==> config.mk <==
export PLATFORM = sky130hd
export DESIGN_NAME = sample_strobe_gen
export DESIGN_NICKNAME = d
export VERILOG_FILES = /design/src/rtl/ssg_pkg.sv /design/src/rtl/ssg_cfg_regs.sv /design/src/rtl/ssg_rate_check.sv /design/src/rtl/ssg_divider.sv /design/src/rtl/sample_strobe_gen.sv
export SDC_FILE = /design/constraint.sdc
export NUM_CORES = 1
export LEC_CHECK = 0
export ABC_CLOCK_PERIOD_IN_PS = 13800
export BUFFER_PORTS_ARGS = -buffer_cell sky130_fd_sc_hd__clkbuf_2
export CAP_MARGIN = 30
export CORE_MARGIN = 5
export CORE_UTILIZATION = 25
export CTS_CLUSTER_DIAMETER = 80
export DETAILED_ROUTE_END_ITERATION = 8
export GPL_ROUTABILITY_DRIVEN = 0
export SETUP_SLACK_MARGIN = 0.15
export SLEW_MARGIN = 20
export SYNTH_ARGS = -nofsm -noshare
export SYNTH_HDL_FRONTEND = slang
export SYNTH_SLANG_ARGS = --single-unit
==> constraint.sdc <==
create_clock -name clk -period 13.8 [get_ports clk]
set_input_delay 0 -clock clk [delete_from_list [all_inputs] [get_ports clk]]
set_output_delay 0 -clock clk [all_outputs]
set_load 0.01 [all_outputs]
==> src/rtl/ssg_pkg.sv <==
package ssg_pkg;
  localparam int NUM_BANDS = 6;

  // Band index from the number of enabled channels.
  function automatic int band_of(input int nch);
    if (nch >= 13) return 5;
    if (nch >= 10) return 4;
    if (nch >= 8)  return 3;
    if (nch >= 7)  return 2;
    if (nch >= 4)  return 1;
    return 0;
  endfunction

  // Rate ceiling of each band, in MHz.
  function automatic int band_limit_mhz(input int band);
    case (band)
      0:       return 100;
      1:       return 50;
      2:       return 40;
      3:       return 32;
      4:       return 25;
      default: return 16;
    endcase
  endfunction

  // Smallest ratio that keeps base/ratio at or below the band ceiling.
  function automatic int min_ratio(input int base_mhz, input int band);
    int lim;
    lim = band_limit_mhz(band);
    return (base_mhz + lim - 1) / lim;
  endfunction
endpackage

==> src/rtl/ssg_cfg_regs.sv <==
module ssg_cfg_regs #(
  parameter int DIV_W  = 8,
  parameter int CH_N   = 16,
  parameter int DATA_W = 8,
  parameter int ADDR_W = 2
) (
  input  logic              clk,
  input  logic              rst_n,
  input  logic              we,
  input  logic [ADDR_W-1:0] addr,
  input  logic [DATA_W-1:0] wdata,
  output logic              sel_q,
  output logic [DIV_W-1:0]  div_q,
  output logic [CH_N-1:0]   mask_q,
  output logic              reload,
  output logic [DIV_W-1:0]  reload_val
);
  localparam int MASK_BYTES = (CH_N + DATA_W - 1) / DATA_W;
  localparam int MASK_BASE  = 2;

  logic [MASK_BYTES*DATA_W-1:0] mask_all;

  always_ff @(posedge clk) begin
    if (!rst_n) begin
      sel_q <= 1'b0;
      div_q <= '0;
    end else if (we) begin
      if (addr == ADDR_W'(0)) sel_q <= wdata[0];
      if (addr == ADDR_W'(1)) div_q <= wdata[DIV_W-1:0];
    end
  end

  for (genvar b = 0; b < MASK_BYTES; b++) begin : g_mask
    always_ff @(posedge clk) begin
      if (!rst_n)
        mask_all[b*DATA_W +: DATA_W] <= '0;
      else if (we && addr == ADDR_W'(MASK_BASE + b))
        mask_all[b*DATA_W +: DATA_W] <= wdata;
    end
  end

  assign mask_q = mask_all[CH_N-1:0];

  always_comb begin
    reload     = we && (addr == ADDR_W'(0) || addr == ADDR_W'(1));
    reload_val = (addr == ADDR_W'(1)) ? wdata[DIV_W-1:0] : div_q;
  end
endmodule

==> src/rtl/ssg_rate_check.sv <==
module ssg_rate_check
  import ssg_pkg::*;
#(
  parameter int DIV_W   = 8,
  parameter int CH_N    = 16,
  parameter int TB0_MHZ = 100,
  parameter int TB1_MHZ = 160
) (
  input  logic             sel,
  input  logic [DIV_W-1:0] div,
  input  logic [CH_N-1:0]  mask,
  output logic             err
);
  localparam int CNT_W = $clog2(CH_N + 1);
  localparam int RAT_W = DIV_W + 1;

  logic [RAT_W-1:0] min_tb0 [NUM_BANDS];
  logic [RAT_W-1:0] min_tb1 [NUM_BANDS];

  for (genvar b = 0; b < NUM_BANDS; b++) begin : g_tab
    assign min_tb0[b] = RAT_W'(min_ratio(TB0_MHZ, b));
    assign min_tb1[b] = RAT_W'(min_ratio(TB1_MHZ, b));
  end

  logic [CNT_W-1:0] nch;
  logic [2:0]       band;
  logic [RAT_W-1:0] ratio;
  logic [RAT_W-1:0] floor_r;

  always_comb begin
    nch = '0;
    for (int i = 0; i < CH_N; i++) nch = nch + CNT_W'(mask[i]);
  end

  always_comb begin
    if      (nch >= CNT_W'(13)) band = 3'd5;
    else if (nch >= CNT_W'(10)) band = 3'd4;
    else if (nch >= CNT_W'(8))  band = 3'd3;
    else if (nch >= CNT_W'(7))  band = 3'd2;
    else if (nch >= CNT_W'(4))  band = 3'd1;
    else                        band = 3'd0;
    ratio   = {1'b0, div} + RAT_W'(1);
    floor_r = sel ? min_tb1[band] : min_tb0[band];
    err     = ratio < floor_r;
  end
endmodule

==> src/rtl/ssg_divider.sv <==
module ssg_divider #(
  parameter int DIV_W = 8
) (
  input  logic             clk,
  input  logic             rst_n,
  input  logic             tick,
  input  logic             block,
  input  logic             reload,
  input  logic [DIV_W-1:0] reload_val,
  input  logic [DIV_W-1:0] div,
  output logic             stb
);
  logic [DIV_W-1:0] cnt_q;

  always_ff @(posedge clk) begin
    if (!rst_n) begin
      cnt_q <= '0;
      stb   <= 1'b0;
    end else begin
      stb <= !reload && tick && (cnt_q == '0) && !block;
      if (reload)
        cnt_q <= reload_val;
      else if (tick)
        cnt_q <= (cnt_q == '0) ? div : cnt_q - DIV_W'(1);
    end
  end
endmodule

==> src/rtl/sample_strobe_gen.sv <==
module sample_strobe_gen #(
  parameter int DIV_W   = 8,
  parameter int CH_N    = 16,
  parameter int DATA_W  = 8,
  parameter int ADDR_W  = 2,
  parameter int TB0_MHZ = 100,
  parameter int TB1_MHZ = 160
) (
  input  logic              clk,
  input  logic              rst_n,
  input  logic              base0_tick,
  input  logic              base1_tick,
  input  logic              cfg_we,
  input  logic [ADDR_W-1:0] cfg_addr,
  input  logic [DATA_W-1:0] cfg_wdata,
  output logic              sample_stb,
  output logic              cfg_error
);
  logic             sel_q;
  logic [DIV_W-1:0] div_q;
  logic [CH_N-1:0]  mask_q;
  logic             reload;
  logic [DIV_W-1:0] reload_val;
  logic             tick;

  ssg_cfg_regs #(.DIV_W(DIV_W), .CH_N(CH_N), .DATA_W(DATA_W), .ADDR_W(ADDR_W)) u_regs (
    .clk(clk), .rst_n(rst_n), .we(cfg_we), .addr(cfg_addr), .wdata(cfg_wdata),
    .sel_q(sel_q), .div_q(div_q), .mask_q(mask_q),
    .reload(reload), .reload_val(reload_val)
  );

  ssg_rate_check #(.DIV_W(DIV_W), .CH_N(CH_N), .TB0_MHZ(TB0_MHZ), .TB1_MHZ(TB1_MHZ)) u_chk_rate (
    .sel(sel_q), .div(div_q), .mask(mask_q), .err(cfg_error)
  );

  assign tick = sel_q ? base1_tick : base0_tick;

  ssg_divider #(.DIV_W(DIV_W)) u_div (
    .clk(clk), .rst_n(rst_n), .tick(tick), .block(cfg_error),
    .reload(reload), .reload_val(reload_val), .div(div_q), .stb(sample_stb)
  );
endmodule

==> qor.csv <==
metric,value,unit
most frequent cells in the layout,"nor2_1, dfxtp_1, inv_1",
HP Class,primary input to flop,
Die W,109.5,um
Critical Path Fanout Max,6,
hold path start,cfg_wdata[6],
gr ovfl total,0,
Core ar.,9729,um2
Longest Clk Path Bufs,2,
R2R cell count,22,
Die Y,109.5,um
"FFs w/ async S/R, synth",0,%
root buf cell,clkbuf_8,
Routed WL per cell,13.14,um
Cell variety after synth,51,
DRT Pass-1 Iters,4,
sequential share of the synthesized area,27.52,%
reg-to-reg startpoint,u_regs.mask_q[0]$_SDFFE_PN0P_,
Initial DRC Count,149,
unrepaired setup endpoints after global routing,no,
Routed Antenna Nets,0,
Lkg Pwr,1.197,nW
final clock skew,0.005147,ns
multi-input logic area,1614,um2
TNS Setup,0,ns
hold path endpoint,u_regs.div_q[6]$_SDFFE_PN0P_,
die area,11980,um2
Final Hold Fails,0,
Worst-Margin Slew,0.6496,ns
final setup fails,0,
"EDFF count, synth",0,
cell family with most CP delay,adder cells,
total nets after synthesis,336,
initial antenna violation count,0,
FILL cells,1071,
crit share post-route,46.28,%
crit end category,primary output,
mapped cell area,2474,um2
TritonCTS clock tree,yes,
critical-path cell list,"ha_1, inv_1, fa_1, fa_1, fa_1, fa_1, fa_1, fa_1, nand2_1, a221oi_2, a21oi_1, a21o_1, ha_1, inv_1, o22ai_1, o22ai_1, ha_1, a21o_1, nand2_1, nand3_1, a211oi_1, a31o_1, clkbuf_2",
number of max-cap violations,0,
vias per cell,4.637,
"Clk Latency, worst-skew pair",0.29,ns
total track usage,10.47,%
ANT cells,0,
Routed WL,5832,um
fin crit period,6.386,ns
Top Ports,17,
Initial Util,25.42,%
H-tree depth,2,
Mapped Cells,298,
Synth Register Bits,34,
Max transition margin,56.61,%
Ys Warns,0,
max incr delay on CP,0.59,ns
Synth area leader,dfxtp_1,
flop-to-flop setup slack,7.80,ns
Worst R2R End,u_div.stb$_SDFF_PN0_,
post_cts resized,0,
Synth top area share,27.52,%
top area cells in the synthesized netlist,"dfxtp_1, mux2i_1, fa_1",
CP startpoint kind,flop,
placement row count,36,
Avg Inst Size Synth,8.301,um2
final count of pins violating max slew,0,
kind of critical path,flop to primary output,
FF+latch area,680.7,um2
first-pass GRT wire length,9832,um
fin nets,348,
Worst-path clk slew,0.08,ns
IO buf count,16,
largest net degree at the start of global routing,24,
share of cells above drive strength 1,12.22,%
synthesis-to-finish area growth,13.20,%
Worst EP arrival,6.39,ns
dpl hpwl,4552,um
DRC Markers,0,
Achievable Freq,0.1566,GHz
CP dominant cell by count,fa_1,
vias in the first global route,2088,
"Slowest-stage cell, CP",fa_1,
total number of vias,2059,
total CTS buffers,5,
worst hold stages,3,
worst IR drop on VDD,42.66,uV
Power per Cell Area,123.9,nW/um2
status,finished clean,
CP Data Required Time,13.80,ns
Most used DFF post-synth,dfxtp_1,
"most common cell after layout, fill and taps aside",nor2_1,
worst hold slack,0.003693,ns
Worst Path Buf+Inv,3,
TritonCTS Sinks,34,
-- worst min-delay path, delay by kind of cell --
family,cells,cell delay (ns)
buf+inv,1,0.11
simple gates,1,0.08
compound gates,1,0.05
-- synthesized netlist by cell type, types with 4 or more instances --
| library cell | instances |
|---|---|
| a211o_1 | 6 |
| ha_1 | 13 |
| inv_1 | 30 |
| nor2b_1 | 4 |
| mux2i_1 | 23 |
| nand3_1 | 13 |
| nor2_1 | 42 |
| a21oi_1 | 25 |
| o21ai_0 | 6 |
| dfxtp_1 | 34 |
| nand2b_1 | 4 |
| buf_2 | 5 |
| clkbuf_1 | 8 |
| xnor2_1 | 5 |
| nand2_1 | 15 |
| o21a_1 | 4 |
| fa_1 | 10 |
-- timing repair --
item | in CTS | in global routing
hold buffers | 1 | 0
endpoints found under the hold margin | 1 | 0
setup buffers | 0 | 0
setup endpoints to repair | 0 | 0
-- per-stage QoR --
step	util (%)	cells	instance area [um2]	power, mW	setup slack (ns)
6_report	28.78	444	2800	0.3470	7.414
5_1_grt	28.78	444	2800	0.3729	6.896
4_1_cts	28.78	444	2800	0.3505	7.377
3_5_place_dp	27.51	435	2676	0.2547	7.713
3_3_place_gp	27.35	434	2661	0.2499	7.941
2_1_floorplan	-	298	2474	0.2326	8.225
-- sequential cells by signal, summed over array words and instances, names as in the netlist --
name and cells:
u_div.stb 1, u_regs.sel_q 1, u_regs.div_q 8, u_div.cnt_q 8, u_regs.mask_q 16
-- worst max path at each step --
stage	from	end	slack [ns]	depth (start not counted)
floorplan	u_regs.mask_q[0]$_SDFFE_PN0P_	u_div.stb$_SDFF_PN0_	8.22	22
global placement	u_regs.mask_q[0]$_SDFFE_PN0P_	cfg_error	7.94	23
detailed placement	u_regs.mask_q[0]$_SDFFE_PN0P_	cfg_error	7.71	23
CTS	u_regs.mask_q[0]$_SDFFE_PN0P_	cfg_error	7.38	23
global route	u_regs.mask_q[0]$_SDFFE_PN0P_	cfg_error	6.90	23
finish	u_regs.mask_q[0]$_SDFFE_PN0P_	cfg_error	7.41	23
-- cell families after synthesis --
| logic type | after synthesis | share of synthesized area, % |
|---|---|---|
| fa+ha+maj | 23 | 14.67 |
| compound gates | 68 | 18.51 |
| mux | 25 | 10.22 |
| flops | 34 | 27.52 |
| buf+inv | 44 | 7.233 |
| simple gates | 97 | 19.37 |
| xor+xnor | 7 | 2.479 |
-- power breakdown --
group | internal [mW] | switching, mW | total (mW)
Clock | 0.0537 | 0.0405 | 0.0943
Combinational | 0.0574 | 0.0730 | 0.130
Sequential | 0.108 | 0.0140 | 0.122
-- per-layer routing --
layer | share of wire (%) | up-vias | GRT usage [%]
li1 | - | 1045 | -
met1 | 49 | 970 | 13.57
met2 | 46 | 39 | 17.31
met3 | 4.2 | 5 | 2.701
met4 | 0.98 | 0 | 2.671
met5 | 0 | - | 0
-- cell type report --
type,count,share of cell area [%]
well taps,133,5.943
multi-input cells,220,57.64
inverters,30,4.021
clock buffers,5,2.458
clock inverters,3,1.609
flip-flops and latches,34,24.31
repair buffers,19,4.021
No activity file was read; power rests on OpenSTA's default activity.
